==> src/rtl/pin_ctl_pkg.sv <==
package pin_ctl_pkg;
   typedef enum logic [2:0] {
      RA_IN_INV   = 3'd0,
      RA_OUT_INV  = 3'd1,
      RA_OVR_EN   = 3'd2,
      RA_OVR_VAL  = 3'd3,
      RA_ALLOW0   = 3'd4,
      RA_ALLOW1   = 3'd5,
      RA_RAW      = 3'd6,
      RA_SPARE    = 3'd7
   } reg_addr_e;
endpackage

==> src/rtl/pin_sync.sv <==
module pin_sync #(
   parameter int W      = 4,
   parameter int STAGES = 2
) (
   input  logic         clk_i,
   input  logic         rst_ni,
   input  logic [W-1:0] d_i,
   output logic [W-1:0] q_o
);
   if (STAGES < 2) begin : g_bad_stages
      $error("pin_sync: STAGES must be at least 2");
   end
   if (W < 1) begin : g_bad_width
      $error("pin_sync: W must be at least 1");
   end

   logic [W-1:0] stg_q [STAGES];

   for (genvar s = 0; s < STAGES; s++) begin : g_stage
      if (s == 0) begin : g_first
         always_ff @(posedge clk_i or negedge rst_ni) begin
            if (!rst_ni) stg_q[0] <= '0;
            else         stg_q[0] <= d_i;
         end
      end else begin : g_next
         always_ff @(posedge clk_i or negedge rst_ni) begin
            if (!rst_ni) stg_q[s] <= '0;
            else         stg_q[s] <= stg_q[s-1];
         end
      end
   end

   assign q_o = stg_q[STAGES-1];
endmodule

==> src/rtl/pin_cfg_regs.sv <==
module pin_cfg_regs
   import pin_ctl_pkg::*;
#(
   parameter int N_IN  = 4,
   parameter int N_OUT = 4,
   parameter int DW    = 16
) (
   input  logic             clk_i,
   input  logic             rst_ni,
   input  logic             wr_i,
   input  logic [2:0]       addr_i,
   input  logic [DW-1:0]    wdata_i,
   input  logic [N_IN:0]    raw_i,
   output logic [N_IN-1:0]  in_inv_o,
   output logic [N_OUT-1:0] out_inv_o,
   output logic [N_OUT:0]   ovr_en_o,
   output logic [N_OUT:0]   ovr_val_o,
   output logic [N_OUT:0]   allow0_o,
   output logic [N_OUT:0]   allow1_o,
   output logic [DW-1:0]    rdata_o
);
   localparam int CW = N_OUT + 1;

   reg_addr_e addr;
   assign addr = reg_addr_e'(addr_i);

   logic unused_wdata;
   assign unused_wdata = ^wdata_i;

   always_ff @(posedge clk_i or negedge rst_ni) begin
      if (!rst_ni) begin
         in_inv_o  <= '0;
         out_inv_o <= '0;
         ovr_en_o  <= '0;
         ovr_val_o <= '0;
         allow0_o  <= '0;
         allow1_o  <= '0;
      end else if (wr_i) begin
         case (addr)
            RA_IN_INV:  in_inv_o  <= wdata_i[N_IN-1:0];
            RA_OUT_INV: out_inv_o <= wdata_i[N_OUT-1:0];
            RA_OVR_EN:  ovr_en_o  <= wdata_i[CW-1:0];
            RA_OVR_VAL: ovr_val_o <= wdata_i[CW-1:0];
            RA_ALLOW0:  allow0_o  <= wdata_i[CW-1:0];
            RA_ALLOW1:  allow1_o  <= wdata_i[CW-1:0];
            default: ;
         endcase
      end
   end

   always_comb begin
      rdata_o = '0;
      case (addr)
         RA_IN_INV:  rdata_o[N_IN-1:0]  = in_inv_o;
         RA_OUT_INV: rdata_o[N_OUT-1:0] = out_inv_o;
         RA_OVR_EN:  rdata_o[CW-1:0]    = ovr_en_o;
         RA_OVR_VAL: rdata_o[CW-1:0]    = ovr_val_o;
         RA_ALLOW0:  rdata_o[CW-1:0]    = allow0_o;
         RA_ALLOW1:  rdata_o[CW-1:0]    = allow1_o;
         RA_RAW:     rdata_o[N_IN:0]    = raw_i;
         default:    rdata_o            = '0;
      endcase
   end
endmodule

==> src/rtl/pin_out_mux.sv <==
module pin_out_mux #(
   parameter int N_OUT = 4
) (
   input  logic [N_OUT-1:0] int_out_i,
   input  logic [N_OUT-1:0] out_inv_i,
   input  logic [N_OUT:0]   ovr_en_i,
   input  logic [N_OUT:0]   ovr_val_i,
   input  logic [N_OUT:0]   allow0_i,
   input  logic [N_OUT:0]   allow1_i,
   output logic [N_OUT-1:0] out_pin_o,
   output logic             wp_out_l_o
);
   for (genvar i = 0; i <= N_OUT; i++) begin : g_ch
      logic permit;
      logic take;
      assign permit = ovr_val_i[i] ? allow1_i[i] : allow0_i[i];
      assign take   = ovr_en_i[i] & permit;
      if (i == N_OUT) begin : g_wp
         // write-protect channel: internal default is asserted (0), no pin path
         assign wp_out_l_o = take & ovr_val_i[i];
      end else begin : g_pin
         logic pre;
         assign pre          = take ? ovr_val_i[i] : int_out_i[i];
         assign out_pin_o[i] = pre ^ out_inv_i[i];
      end
   end
endmodule

==> src/rtl/pin_ctl_unit.sv <==
module pin_ctl_unit
   import pin_ctl_pkg::*;
#(
   parameter int N_IN        = 4,
   parameter int N_OUT       = 4,
   parameter int SYNC_STAGES = 2,
   parameter int DW          = 16
) (
   input  logic             clk_i,
   input  logic             rst_ni,
   input  logic [N_IN-1:0]  in_pin_i,
   input  logic             wp_pin_l_i,
   output logic [N_IN-1:0]  in_val_o,
   input  logic [N_OUT-1:0] int_out_i,
   output logic [N_OUT-1:0] out_pin_o,
   output logic             wp_out_l_o,
   input  logic             reg_wr_i,
   input  logic [2:0]       reg_addr_i,
   input  logic [DW-1:0]    reg_wdata_i,
   output logic [DW-1:0]    reg_rdata_o
);
   if (N_IN < 1 || N_IN + 1 > DW) begin : g_bad_nin
      $error("pin_ctl_unit: N_IN+1 must fit in DW");
   end
   if (N_OUT < 1 || N_OUT + 1 > DW) begin : g_bad_nout
      $error("pin_ctl_unit: N_OUT+1 must fit in DW");
   end

   logic [N_IN:0]    raw_sync;
   logic [N_IN-1:0]  in_inv;
   logic [N_OUT-1:0] out_inv;
   logic [N_OUT:0]   ovr_en, ovr_val, allow0, allow1;

   pin_sync #(.W(N_IN + 1), .STAGES(SYNC_STAGES)) u_sync (
      .clk_i (clk_i),
      .rst_ni(rst_ni),
      .d_i   ({wp_pin_l_i, in_pin_i}),
      .q_o   (raw_sync)
   );

   assign in_val_o = raw_sync[N_IN-1:0] ^ in_inv;

   pin_cfg_regs #(.N_IN(N_IN), .N_OUT(N_OUT), .DW(DW)) u_regs (
      .clk_i    (clk_i),
      .rst_ni   (rst_ni),
      .wr_i     (reg_wr_i),
      .addr_i   (reg_addr_i),
      .wdata_i  (reg_wdata_i),
      .raw_i    (raw_sync),
      .in_inv_o (in_inv),
      .out_inv_o(out_inv),
      .ovr_en_o (ovr_en),
      .ovr_val_o(ovr_val),
      .allow0_o (allow0),
      .allow1_o (allow1),
      .rdata_o  (reg_rdata_o)
   );

   pin_out_mux #(.N_OUT(N_OUT)) u_mux (
      .int_out_i (int_out_i),
      .out_inv_i (out_inv),
      .ovr_en_i  (ovr_en),
      .ovr_val_i (ovr_val),
      .allow0_i  (allow0),
      .allow1_i  (allow1),
      .out_pin_o (out_pin_o),
      .wp_out_l_o(wp_out_l_o)
   );
endmodule

==> config.mk <==
export PLATFORM = sky130hd
export DESIGN_NAME = pin_ctl_unit
export DESIGN_NICKNAME = d
export VERILOG_FILES = /design/src/rtl/pin_ctl_pkg.sv /design/src/rtl/pin_sync.sv /design/src/rtl/pin_cfg_regs.sv /design/src/rtl/pin_out_mux.sv /design/src/rtl/pin_ctl_unit.sv
export SDC_FILE = /design/constraint.sdc
export NUM_CORES = 1
export LEC_CHECK = 0
export BUFFER_PORTS_ARGS = -buffer_cell sky130_fd_sc_hd__clkbuf_2
export CORE_UTILIZATION = 46
export DETAILED_ROUTE_END_ITERATION = 10
export PLACE_DENSITY = 0.86
export SETUP_SLACK_MARGIN = 0.4
export SYNTH_ARGS = -nofsm -noshare
export SYNTH_HDL_FRONTEND = slang
export SYNTH_SLANG_ARGS = --single-unit
==> constraint.sdc <==
create_clock -name clk_i -period 0.9 [get_ports clk_i]
set_clock_uncertainty 0.05 [all_clocks]
set_input_delay 0.09 -clock clk_i [delete_from_list [all_inputs] [get_ports clk_i]]
set_output_delay 0.09 -clock clk_i [all_outputs]
set_load 0.05 [all_outputs]
## Word-level counts from Yosys, hierarchy flattened

Index checks and enable logic that the tools add are counted.

- Flip-flop bits (word level): 38
- Output and inout bits: 25
- Input bits: 31

- Mux-type cells: 11
- Bitwise operators: 11
- Reduce and logical (&&, ||, !) cells: 7
- Equality and inequality tests: 6

Operators by type and width:

| kind | number |
|---|---|
| case mux 4 bit (7 select lines) | 1 |
| AND reduction 2 bit | 6 |
| == test 3 bit (second input constant) | 3 |
| two-way mux 1 bit | 9 |
| bitwise AND 1 bit | 6 |
| == test 3 x 2 -> 1 bit (second input constant) | 2 |
| case mux 1 bit (5 select lines) | 1 |
| bitwise XOR 1 bit | 4 |
| bitwise XOR 4 bit | 1 |
| == test 3 x 1 -> 1 bit (second input constant) | 1 |
| logical NOT 3 bit | 1 |

## Logic depth before layout (Yosys ltp)

- Depth in word-level cells: 4
- Depth in mapped cells: 5
- Mapped depth without buffers: 3

## By module

Synthesis repeated with hierarchy kept, for this count alone.

- Cell total of the unflattened synthesis: 153
- Area total of the unflattened synthesis: 1979.4 um^2

Modules (own cells, without submodules):

| module | times used | area each (um^2) | cells an instance |
|---|---|---|---|
| pin_cfg_regs | 1 | 1505.2 | 117 |
| pin_sync | 1 | 287.8 | 15 |
| pin_out_mux | 1 | 151.4 | 17 |
| pin_ctl_unit | 1 | 35.0 | 4 |

## Least setup slack after synthesis

No wires, ideal clock.

- Path kind: input to output
- From: input port reg_addr_i[2]
- To: output port reg_rdata_o[1]
- Required time: 0.760 ns
- Arrival: 1.863 ns
- Stages on the path: 4
- Setup slack: -1.103 ns
- Path through: buf_4 nand2b_1 o221a_2 a221oi_1

- Word-level cells in the longest chain between the ends: 2

RTL lines:

| what | line | source |
|---|---|---|
| start: declaration | pin_ctl_unit.sv:18 | `input logic [2:0] reg_addr_i,` |
| == test 3 bit (tied with other cells) | pin_cfg_regs.sv:53 | `case (addr)` |
| case mux 4 bit (7 select lines) (*) | pin_cfg_regs.sv:53 |  |
| end: declaration | pin_ctl_unit.sv:20 | `output logic [DW-1:0] reg_rdata_o` |

Mark *: on every way between the ends. The rest lies on a longest branch, timed or not.

## Worst setup path in the final report

- From: register u_regs.allow1_o[3]
- To: output port reg_rdata_o[3]

- Word-level cells in the longest chain between the ends: 1

RTL lines:

| what | line | source |
|---|---|---|
| start: declaration | pin_cfg_regs.sv:19 | `output logic [N_OUT:0] allow1_o,` |
| start signal: assignment | pin_cfg_regs.sv:45 | `RA_ALLOW1: allow1_o <= wdata_i[CW-1:0];` |
| case mux 4 bit (7 select lines) | pin_cfg_regs.sv:53 |  |

Every way passes these cells.

==> flow_summary.yaml <==
run_status:
  status: "finished with violations"
  violations: "hold timing, setup timing"
worst_setup_path:
  cpMaxStageDelayCell: "dfrtp_1"
  cp.arrival_ps: 1560
  cpPeakStageDelay_ps: 420
  reg2regPathDepth: 4
  cpLargestDelayFamily: "compound AO/OA/AOI/OAI gates"
  ff2ff_setup_slack_ps: -250
  path_cells: "mux2i_1, o221a_4, a221oi_4, buf_12"
  timing.rr.end: "u_regs.ovr_en_o[4]$_DFFE_PN0P_"
  worstPathRequired_ps: 760
  worst-path-buf-inv: 1
  worstPathMaxFanout: 2
  cp-end-kind: "primary output"
  r2r_start: "u_regs.ovr_en_o[4]$_DFFE_PN0P_"
  setup.worst_path.class: "reg2out"
  cp-start-kind: "flip-flop"
logic_synthesis:
  synthSimpleGateAreaFrac_pct: 6.80
  muxShareOfSynthArea_pct: 24.2
  synth_area_per_cell_um2: 12.9
  synth_compound_area_share_pct: 8.71
  ys_types: 29
  ys_warn_count: 0
  synth_edf_count: 0
  synth_ff_type: "dfrtp_1"
  synthAdderAreaFrac_pct: 0
  ys_ff_latch: 38
  ys_seq_area_share_pct: 50.2
  synthArstFlopShare_pct: 100
  synthCells: 147
  netlist_area_mm2: 0.00190
  synth_top_family_by_area: "multiplexers"
  synthXorXnorAreaFrac_pct: 3.70
clocking:
  cts-buffers-inserted: 5
  cts.sinks: 38
  h-tree-depth: 2
  tritoncts: "done"
  cts.clk_slew.worst_paths_ps: 80
  cts_root_buf: "clkbuf_8"
  clockBufferDepth: 2
  clk_latency_ps: 300
final_layout:
  drive_gt1_share_pct: 72.8
  nFillCells: 111
  mostFrequentLayoutCells: "34 x buf_6, 32 x dfrtp_1, 27 x mux2_4"
  final_cells: 291
  layout.nets: 273
  mostFrequentLayoutCell: "buf_6"
  final_core_util_pct: 92.7
  synthToLayoutAreaGrowth_pct: 85.7
  n_antenna_cell: 0
sta:
  finalCriticalPeriod_ps: 1700
  setup_violations: 40
  hold_viol_final: 43
  final.setup.worst_slack_ps: -797
  finalCritPeriodShare_pct: 189
  max_freq_ghz: 0.589
  rsz0062_at_grt: "yes"
  slew_violations: 0
  holdWs_ps: -299
floorplan:
  die_w_um: 66.2
  coreArea_mm2: 0.00380
  fp.dieArea_mm2: 0.00438
  start_util_pct: 49.9
  pin_count: 56
  die_y_um: 66.2
  std_cell_rows: 22
place:
  place_inst: 263
  dp_hpwl_um: 3850
  place_ws_ps: -510
  portBuffers: 33
  place.gp.congestion: 0.852
pwr:
  ir_worst_vdd_v: 0.00197
  powerDensity_mw_per_mm2: 2160
  p_int_w: 0.00476
  seqPwrFrac_pct: 31.1
  combPwrFrac_pct: 52.1
  p_leak_nw: 1.66
  netSwitchingFraction_pct: 37.5
  netSwitchingPower_w: 0.00285
  p_clk_share_pct: 16.8
flow_run:
  maxCapViolCount: 0
global_routing:
  grt_pass1_wl_um: 10300
  grt_usage_pct: 34.5
  first_global_vias: 1839
  grt-ovfl-total: 0
  grt_max_degree: 39
  antenna_found_initial: 0
route:
  avgViaCountPerCell: 5.82
  num_vias: 1695
  drtPass1Iterations: 4
  postRouteAntennaNets: 0
  wirelength_um: 7600
  wl_per_cell_um: 26.1
  drc_errors: 0
  drtIter0Drc: 153
worst_hold_path:
  hold_class: "in2async"
## timing repair
item	4_1_cts	5_1_grt
resized for setup	65	22
pin swaps	23	12
gates cloned	1	0
endpoints found under the hold margin	43	43
setup endpoints to repair	47	47
setup buffers	9	10
## through the flow
step | hold WS [ps] | power, W | setup TNS [ps] | instance area, µm²
after detailed placement | 31.3 | 0.00541 | -15410 | 2920
after CTS | -289 | 0.00715 | -9210 | 3370
final | -299 | 0.00761 | -11420 | 3520
after global placement | 25.4 | 0.00529 | -13920 | 2920
after global routing | -295 | 0.00786 | -12360 | 3520
after floorplan | -256 | 0.00416 | -5600 | 2340
## power by group through the flow
stage / combinational, W / clock, W / sequential, W
after CTS: 0.00359 / 0.00126 / 0.00229
final: 0.00396 / 0.00128 / 0.00237
after global placement: 0.00304 / 0 / 0.00225
after detailed placement: 0.00313 / 0 / 0.00228
after floorplan: 0.00186 / 0 / 0.00230
after global routing: 0.00409 / 0.00138 / 0.00239
## final cells by class
class                           instances  area (µm²)  share of cell area, %
Inverter                                2        7.51                  0.213
Tap cell                               48        60.1                   1.71
Clock inverter                          2        12.5                  0.355
Sequential cell                        38         958                   27.2
Timing Repair Buffer                   94        1060                   30.2
Clock buffer                            6        82.6                   2.35
Multi-Input combinational cell        101        1340                   38.0
## flip-flops by register name, indices dropped and copies added (netlist names)
register          count
u_regs.ovr_val_o      5
u_regs.out_inv_o      4
u_regs.ovr_en_o       5
u_regs.in_inv_o       4
u_sync.q_o            5
u_sync.stg_q          5
u_regs.allow0_o       5
u_regs.allow1_o       5
## logic make-up after synthesis
kind of cell,count (synthesis)
simple gates,18
flops,38
mux,42
buf+inv,18
xor+xnor,8
compound gates,22
other cells,1
## cells in the mapped netlist (3+ instances only)
| cell | count | area, µm² |
|---|---|---|
| nand3_1 | 3 | 15.0 |
| mux2_1 | 10 | 113 |
| xnor2_1 | 4 | 35.0 |
| a21o_1 | 5 | 37.5 |
| buf_4 | 12 | 90.1 |
| xor2_1 | 4 | 35.0 |
| buf_2 | 4 | 20.0 |
| mux2_2 | 21 | 236 |
| dfrtp_1 | 38 | 951 |
| o21ai_0 | 5 | 25.0 |
| mux2i_1 | 11 | 110 |
| a21boi_0 | 4 | 30.0 |
## worst max-delay path by stage
stage                                          startpoint                               to  slack [ps]  cells after the start
after global routing       u_regs.allow1_o[3]$_DFFE_PN0P_                   reg_rdata_o[3]        -830                      4
after floorplan           u_regs.out_inv_o[1]$_DFFE_PN0P_                   reg_rdata_o[1]        -420                      3
after global placement                      reg_addr_i[1]  u_regs.out_inv_o[3]$_DFFE_PN0P_        -410                      4
final                      u_regs.allow1_o[3]$_DFFE_PN0P_                   reg_rdata_o[3]        -800                      4
after CTS                  u_regs.ovr_en_o[2]$_DFFE_PN0P_                   reg_rdata_o[2]        -680                      4
after detailed placement                    reg_addr_i[1]  u_regs.out_inv_o[1]$_DFFE_PN0P_        -510                      4
## routing by layer
layer	vias to the layer above	part of all wire, %	track usage, %
met3	32	5.7	7.59
met2	83	51	59.6
met4	0	4.8	18.1
met5	-	0	0
met1	882	39	39.8
li1	698	-	-
(Power assumes the default switching activity.)
